**src/rtl/bmc_rx_pkg.sv**
```systemverilog
package bmc_rx_pkg;

    localparam int SRCH_W    = 32;
    localparam int NUM_SIGS  = 3;
    localparam int HIT_SYNC  = 0;
    localparam int HIT_HARD  = 1;
    localparam int HIT_CABLE = 2;

    // Search signatures, newest interval flag at bit 31
    localparam logic [SRCH_W-1:0] HUNT_SIGS [NUM_SIGS] = '{
        32'h36DB6DB6,
        32'hF33F3F3F,
        32'h3C7FE0FF
    };

    typedef enum logic [1:0] {
        ST_IDLE,
        ST_HUNT,
        ST_DATA
    } rx_state_e;

    typedef enum logic [1:0] {
        IV_BAD,
        IV_SHORT,
        IV_LONG
    } iv_class_e;

    typedef struct packed {
        logic valid;
        logic value;
    } bit_evt_t;

    function automatic iv_class_e classify_iv(input int unsigned ticks,
                                              input int unsigned short_max,
                                              input int unsigned long_max);
        if (ticks == 0 || ticks > long_max) return IV_BAD;
        if (ticks <= short_max)             return IV_SHORT;
        return IV_LONG;
    endfunction

endpackage

```
**src/rtl/bmc_rx_edge_stamp.sv**
```systemverilog
module bmc_rx_edge_stamp #(
    parameter int TS_W = 8
) (
    input  logic            clk,
    input  logic            rst,
    input  logic            tick_en,
    input  logic            line_in,
    input  logic            stamp_clr,
    output logic            iv_valid,
    output logic [TS_W-1:0] iv_ticks
);

    logic            samp_q;
    logic            filt_q;
    logic            has_ts_q;
    logic [TS_W-1:0] tick_cnt_q;
    logic [TS_W-1:0] last_ts_q;
    logic            filt_nx;
    logic            edge_hit;

    // level accepted when two consecutive tick samples agree
    assign filt_nx  = (line_in == samp_q) ? line_in : filt_q;
    assign edge_hit = tick_en && (filt_nx != filt_q);

    always_ff @(posedge clk) begin
        if (rst) begin
            samp_q     <= 1'b0;
            filt_q     <= 1'b0;
            has_ts_q   <= 1'b0;
            tick_cnt_q <= '0;
            last_ts_q  <= '0;
            iv_valid   <= 1'b0;
            iv_ticks   <= '0;
        end else begin
            iv_valid <= 1'b0;
            if (tick_en) begin
                samp_q     <= line_in;
                filt_q     <= filt_nx;
                tick_cnt_q <= tick_cnt_q + 1'b1;
            end
            if (edge_hit) begin
                last_ts_q <= tick_cnt_q;
                has_ts_q  <= 1'b1;
                iv_valid  <= has_ts_q && !stamp_clr;
                iv_ticks  <= tick_cnt_q - last_ts_q;
            end
            if (stamp_clr) has_ts_q <= 1'b0;
        end
    end

endmodule

```
**src/rtl/bmc_rx_hunt.sv**
```systemverilog
module bmc_rx_hunt
    import bmc_rx_pkg::*;
#(
    parameter int TS_W      = 8,
    parameter int SHORT_MAX = 6
) (
    input  logic                clk,
    input  logic                rst,
    input  logic                clr,
    input  logic                iv_valid,
    input  logic [TS_W-1:0]     iv_ticks,
    output logic [NUM_SIGS-1:0] hit
);

    logic [SRCH_W-1:0]   srch_q;
    logic [SRCH_W-1:0]   srch_nx;
    logic [NUM_SIGS-1:0] match;
    logic                is_short;

    assign is_short = (int'(iv_ticks) <= SHORT_MAX);
    assign srch_nx  = {is_short, srch_q[SRCH_W-1:1]};

    for (genvar k = 0; k < NUM_SIGS; k++) begin : g_sig
        assign match[k] = (srch_nx == HUNT_SIGS[k]);
    end

    always_ff @(posedge clk) begin
        if (rst || clr) begin
            srch_q <= '0;
            hit    <= '0;
        end else begin
            hit <= '0;
            if (iv_valid) begin
                srch_q <= srch_nx;
                hit    <= match;
            end
        end
    end

endmodule

```
**src/rtl/bmc_rx_bitdec.sv**
```systemverilog
module bmc_rx_bitdec
    import bmc_rx_pkg::*;
#(
    parameter int TS_W      = 8,
    parameter int SHORT_MAX = 6,
    parameter int LONG_MAX  = 12,
    parameter int WORD_W    = 32
) (
    input  logic              clk,
    input  logic              rst,
    input  logic              clr,
    input  logic              word_clr,
    input  logic              iv_valid,
    input  logic [TS_W-1:0]   iv_ticks,
    output bit_evt_t          evt,
    output logic [WORD_W-1:0] word,
    output logic              stream_err
);

    logic      half_q;
    iv_class_e cls;

    assign cls = classify_iv(int'(iv_ticks), SHORT_MAX, LONG_MAX);

    always_ff @(posedge clk) begin
        if (rst) begin
            half_q     <= 1'b0;
            evt        <= '0;
            word       <= '0;
            stream_err <= 1'b0;
        end else begin
            evt        <= '0;
            stream_err <= 1'b0;
            if (word_clr) word <= '0;
            if (clr) begin
                half_q <= 1'b0;
            end else if (iv_valid) begin
                unique case (cls)
                    IV_SHORT: begin
                        if (half_q) begin
                            half_q    <= 1'b0;
                            evt.valid <= 1'b1;
                            evt.value <= 1'b1;
                            word      <= {1'b1, word[WORD_W-1:1]};
                        end else begin
                            half_q <= 1'b1;
                        end
                    end
                    IV_LONG: begin
                        if (half_q) begin
                            half_q     <= 1'b0;
                            stream_err <= 1'b1;
                        end else begin
                            evt.valid <= 1'b1;
                            evt.value <= 1'b0;
                            word      <= {1'b0, word[WORD_W-1:1]};
                        end
                    end
                    default: begin
                        half_q     <= 1'b0;
                        stream_err <= 1'b1;
                    end
                endcase
            end
        end
    end

endmodule

```
**src/rtl/bmc_edge_rx.sv**
```systemverilog
module bmc_edge_rx
    import bmc_rx_pkg::*;
#(
    parameter int TS_W      = 8,
    parameter int SHORT_MAX = 6,
    parameter int LONG_MAX  = 12,
    parameter int WORD_W    = 32,
    parameter int RX_LIMIT  = 4096
) (
    input  logic              clk,
    input  logic              rst,
    input  logic              tick_en,
    input  logic              arm,
    input  logic              line_in,
    output logic              bit_valid,
    output logic              bit_value,
    output logic [WORD_W-1:0] bit_word,
    output logic              sync_found,
    output logic              hard_reset,
    output logic              cable_reset,
    output logic              rx_error,
    output logic              rx_timeout
);

    localparam int TMR_W = $clog2(RX_LIMIT + 1);

    rx_state_e           state_q;
    logic [TMR_W-1:0]    tmr_q;
    logic                to_q;
    logic                iv_valid;
    logic [TS_W-1:0]     iv_ticks;
    logic [NUM_SIGS-1:0] hunt_hit;
    logic                hunt_clr;
    logic                in_hunt;
    logic                tmr_done;
    bit_evt_t            dec_evt;
    logic                dec_err;

    bmc_rx_edge_stamp #(.TS_W(TS_W)) stamp_i (
        .clk       (clk),
        .rst       (rst),
        .tick_en   (tick_en),
        .line_in   (line_in),
        .stamp_clr (state_q == ST_IDLE),
        .iv_valid  (iv_valid),
        .iv_ticks  (iv_ticks)
    );

    assign in_hunt  = (state_q == ST_HUNT);
    assign hunt_clr = !in_hunt || (|hunt_hit);

    bmc_rx_hunt #(.TS_W(TS_W), .SHORT_MAX(SHORT_MAX)) hunt_i (
        .clk      (clk),
        .rst      (rst),
        .clr      (hunt_clr),
        .iv_valid (iv_valid),
        .iv_ticks (iv_ticks),
        .hit      (hunt_hit)
    );

    assign sync_found  = in_hunt && hunt_hit[HIT_SYNC];
    assign hard_reset  = in_hunt && hunt_hit[HIT_HARD];
    assign cable_reset = in_hunt && hunt_hit[HIT_CABLE];

    bmc_rx_bitdec #(
        .TS_W(TS_W), .SHORT_MAX(SHORT_MAX), .LONG_MAX(LONG_MAX), .WORD_W(WORD_W)
    ) dec_i (
        .clk        (clk),
        .rst        (rst),
        .clr        (state_q != ST_DATA),
        .word_clr   (sync_found),
        .iv_valid   (iv_valid),
        .iv_ticks   (iv_ticks),
        .evt        (dec_evt),
        .word       (bit_word),
        .stream_err (dec_err)
    );

    assign bit_valid  = dec_evt.valid;
    assign bit_value  = dec_evt.value;
    assign rx_error   = dec_err;
    assign rx_timeout = to_q;
    assign tmr_done   = (state_q == ST_DATA) && tick_en && (tmr_q == TMR_W'(RX_LIMIT - 1));

    always_ff @(posedge clk) begin
        if (rst) begin
            state_q <= ST_IDLE;
            tmr_q   <= '0;
            to_q    <= 1'b0;
        end else begin
            to_q <= arm && tmr_done;
            if (state_q != ST_DATA || !arm) tmr_q <= '0;
            else if (tick_en)               tmr_q <= tmr_q + 1'b1;
            if (!arm) begin
                state_q <= ST_IDLE;
            end else begin
                unique case (state_q)
                    ST_IDLE: state_q <= ST_HUNT;
                    ST_HUNT: if (sync_found) state_q <= ST_DATA;
                    ST_DATA: if (dec_err || tmr_done) state_q <= ST_HUNT;
                    default: state_q <= ST_IDLE;
                endcase
            end
        end
    end

endmodule

```
**config.mk**
```make
export PLATFORM = sky130hd
export DESIGN_NAME = bmc_edge_rx
export DESIGN_NICKNAME = d
export VERILOG_FILES = /design/src/rtl/bmc_rx_pkg.sv /design/src/rtl/bmc_rx_edge_stamp.sv /design/src/rtl/bmc_rx_hunt.sv /design/src/rtl/bmc_rx_bitdec.sv /design/src/rtl/bmc_edge_rx.sv
export SDC_FILE = /design/constraint.sdc
export NUM_CORES = 1
export LEC_CHECK = 0
export BUFFER_PORTS_ARGS = -buffer_cell sky130_fd_sc_hd__buf_4
export CORE_ASPECT_RATIO = 1.1
export CORE_MARGIN = 2
export CORE_UTILIZATION = 25
export DETAILED_ROUTE_END_ITERATION = 7
export GPL_ROUTABILITY_DRIVEN = 0
export SLEW_MARGIN = 15
export SYNTH_ARGS = -nofsm -noshare
export SYNTH_HDL_FRONTEND = slang
export SYNTH_HIERARCHICAL = 1
export SYNTH_SLANG_ARGS = --single-unit
```
**constraint.sdc**
```tcl
create_clock -name clk -period 3.6 [get_ports clk]
set_input_delay 0.9 -clock clk [delete_from_list [all_inputs] [get_ports clk]]
set_output_delay 0.9 -clock clk [all_outputs]
set_load 0.02 [all_outputs]
```
==> results.cfg <==
[worst_setup_path]
arrival_ps = 1760
crit_path_start_kind = register
critPathKind = reg -> out
endpoint_kind = output port
crit_fanout = 30
worstPathRequired_ps = 2700

[synth]
synth_top_cells_by_count = dfxtp_1 (114), nor2_1 (67), a21oi_1 (44), mux2i_1 (40), nand3_1 (35)
syn_area_per_cell_sq_um = 9.09
synth_edf_count = 0
synth.most_common_cell = dfxtp_1
synth_async_sr_flop_share = 0
ys_seq_area_frac = 0.435
synth.distinct_cells = 61
yosysTopAreaCellShare = 0.435
synth_fp_nets = 592
synth_area_sq_um = 5250
ys_ff_latch = 114
yosys_most_used_dff = dfxtp_1
synthTopCellsByArea = dfxtp_1 (43%), mux2i_1 (7.6%), nor2_1 (4.8%)
synth_top_cell_by_area = dfxtp_1
netlist_instances = 577
yosysWarningCount = 6

[job]
cap_violations = 0

[cts]
postCtsHoldBufs = 0
cts_tree = done
post_cts_buffers = 0
insertion_delay_ps = 400
numCtsBuffers = 17
htreeDepth = 4
clock-sinks = 114
path_clk_slew_ps = 50
max-clock-path-buffers = 2
ctsResizeCount = 0
ctsRootBufferMaster = clkbuf_16

[timing]
max_freq_ghz = 0.376
finalSetupTns_ps = 0
final-max-slew-violation-count = 0
relSlewSlack = 0.327
finClkSkew_ps = 4.99
fin_crit_ps = 2660
worst_hold_slack_ps = 452
fin_crit_sh = 0.739
worst_slew_pin_slew_ps = 1010
rsz0062_at_grt = false
hold_viol_final = 0
setup_viol_count_final = 0

[cells_and_area]
n_antenna_cell = 0
areaGrowthSynthToFinish_pct = 21.2
stdcell_count = 879
utilization = 0.309
finalNetCount = 625
drive_gt1_frac = 0.164

[routing]
wl_per_cell_um = 12.8
drc_errors = 0
viasPerCell = 4.78
drtIter0Drc = 250
ant_nets = 0
vias = 4201
drt_wl_total_um = 11200
first_pass_iters = 5

[floorplan]
initial_core_util = 0.255
core_sq_um = 20600
die_area_sq_um = 22200
die_w_um = 142
rows = 55
die_y_um = 156
io_pins = 44

[power]
ir_worst_vdd_mv = 0.305
finalPower_w = 0.00302
leakage_nw = 2.24
powerDensity_nw_per_um2 = 474

[placed_design]
hpwl_um = 7350
portBuffers = 43
dp.cells = 847

[global_routing]
grt_pass1_wl_um = 19200
track_usage = 0.106
overflow = 0
grt_pass1_vias = 3949
grt_max_degree = 48
antenna_found_initial = 0

[min_path]
hp-class = reg -> reg

[run_status]
status = complete, no violations
## worst paths after layout
path,startpoint,endpoint,slack [ps],depth (start not counted)
setup / recovery,state_q[0]$_SDFFE_PP0P_,sync_found,940,4
hold / removal,stamp_i/has_ts_q$_SDFFE_PP0P_,stamp_i/iv_valid$_SDFF_PP0_,450,2
setup reg to reg,stamp_i/iv_ticks[5]$_SDFFE_PP0P_,dec_i/word[31]$_SDFF_PP0_,1210,4
hold reg to reg,stamp_i/has_ts_q$_SDFFE_PP0P_,stamp_i/iv_valid$_SDFF_PP0_,450,2
## layout by cell type, fill, tap and decap left out, drive strengths merged, types with 11 or more instances in the layout
master / n
a21oi: 44
buf: 50
clkbuf: 21
dfxtp: 114
inv: 14
mux2i: 40
nand2: 18
nand3: 35
nor2: 67
nor2b: 31
o21ai: 33
or4: 11
## kinds of logic (layout without fill, tap and decap cells)
group | Yosys count | in the layout | synth area share
flops | 114 | 114 | 0.435
fa+ha+maj | 10 | 10 | 0.0253
xor+xnor | 13 | 13 | 0.0217
compound gates | 115 | 115 | 0.137
simple gates | 235 | 235 | 0.258
buf+inv | 50 | 96 | 0.0472
mux | 40 | 40 | 0.0763
## state kept, by name (all words and copies together), names as in the netlist, 3 cells and up
name	cells
tmr_q	13
hunt_i/hit	3
stamp_i/last_ts_q	8
hunt_i/srch_q	31
stamp_i/tick_cnt_q	8
stamp_i/iv_ticks	8
dec_i/word	32
## worst max-delay path, stage by stage, from the launching register on
cell and delay (ps):
dfxtp_1 400, nor2b_1 240, and2_1 180, buf_4 320
buf_4 210
## metal layers
metal / GRT usage / wire length, um / vias to the layer above
met5: 0 / 0 / -
met4: 0.0400 / 119 / 0
met3: 0.0301 / 513 / 10
met2: 0.173 / 5340 / 67
met1: 0.132 / 5270 / 1982
li1: - / - / 2142
## report_power, final
group          switching [W]  internal [W]  leakage, nW   total, W
Sequential        0.00000618       0.00127        0.919    0.00127
Clock               0.000556       0.00112        0.292    0.00167
Combinational      0.0000465     0.0000238         1.03  0.0000703
Total               0.000608       0.00241         2.24    0.00302
## per-stage QoR
stage / setup WS, ps / area, sq um
after floorplan: 1580 / 5250
after global placement: 1070 / 5760
after detailed placement: 1090 / 5760
after CTS: 925 / 6360
after global routing: 794 / 6360
final: 940 / 6360
## area by class of cell
class / instances / area, sq um
Inverter: 14 / 52.6
Multi-Input combinational cell: 413 / 2730
Clock buffer: 21 / 460
Fill cell: 2134 / 14200
Clock inverter: 11 / 135
Timing Repair Buffer: 50 / 375
Sequential cell: 114 / 2280
Tap cell: 256 / 320
(Power assumes the default switching activity.)
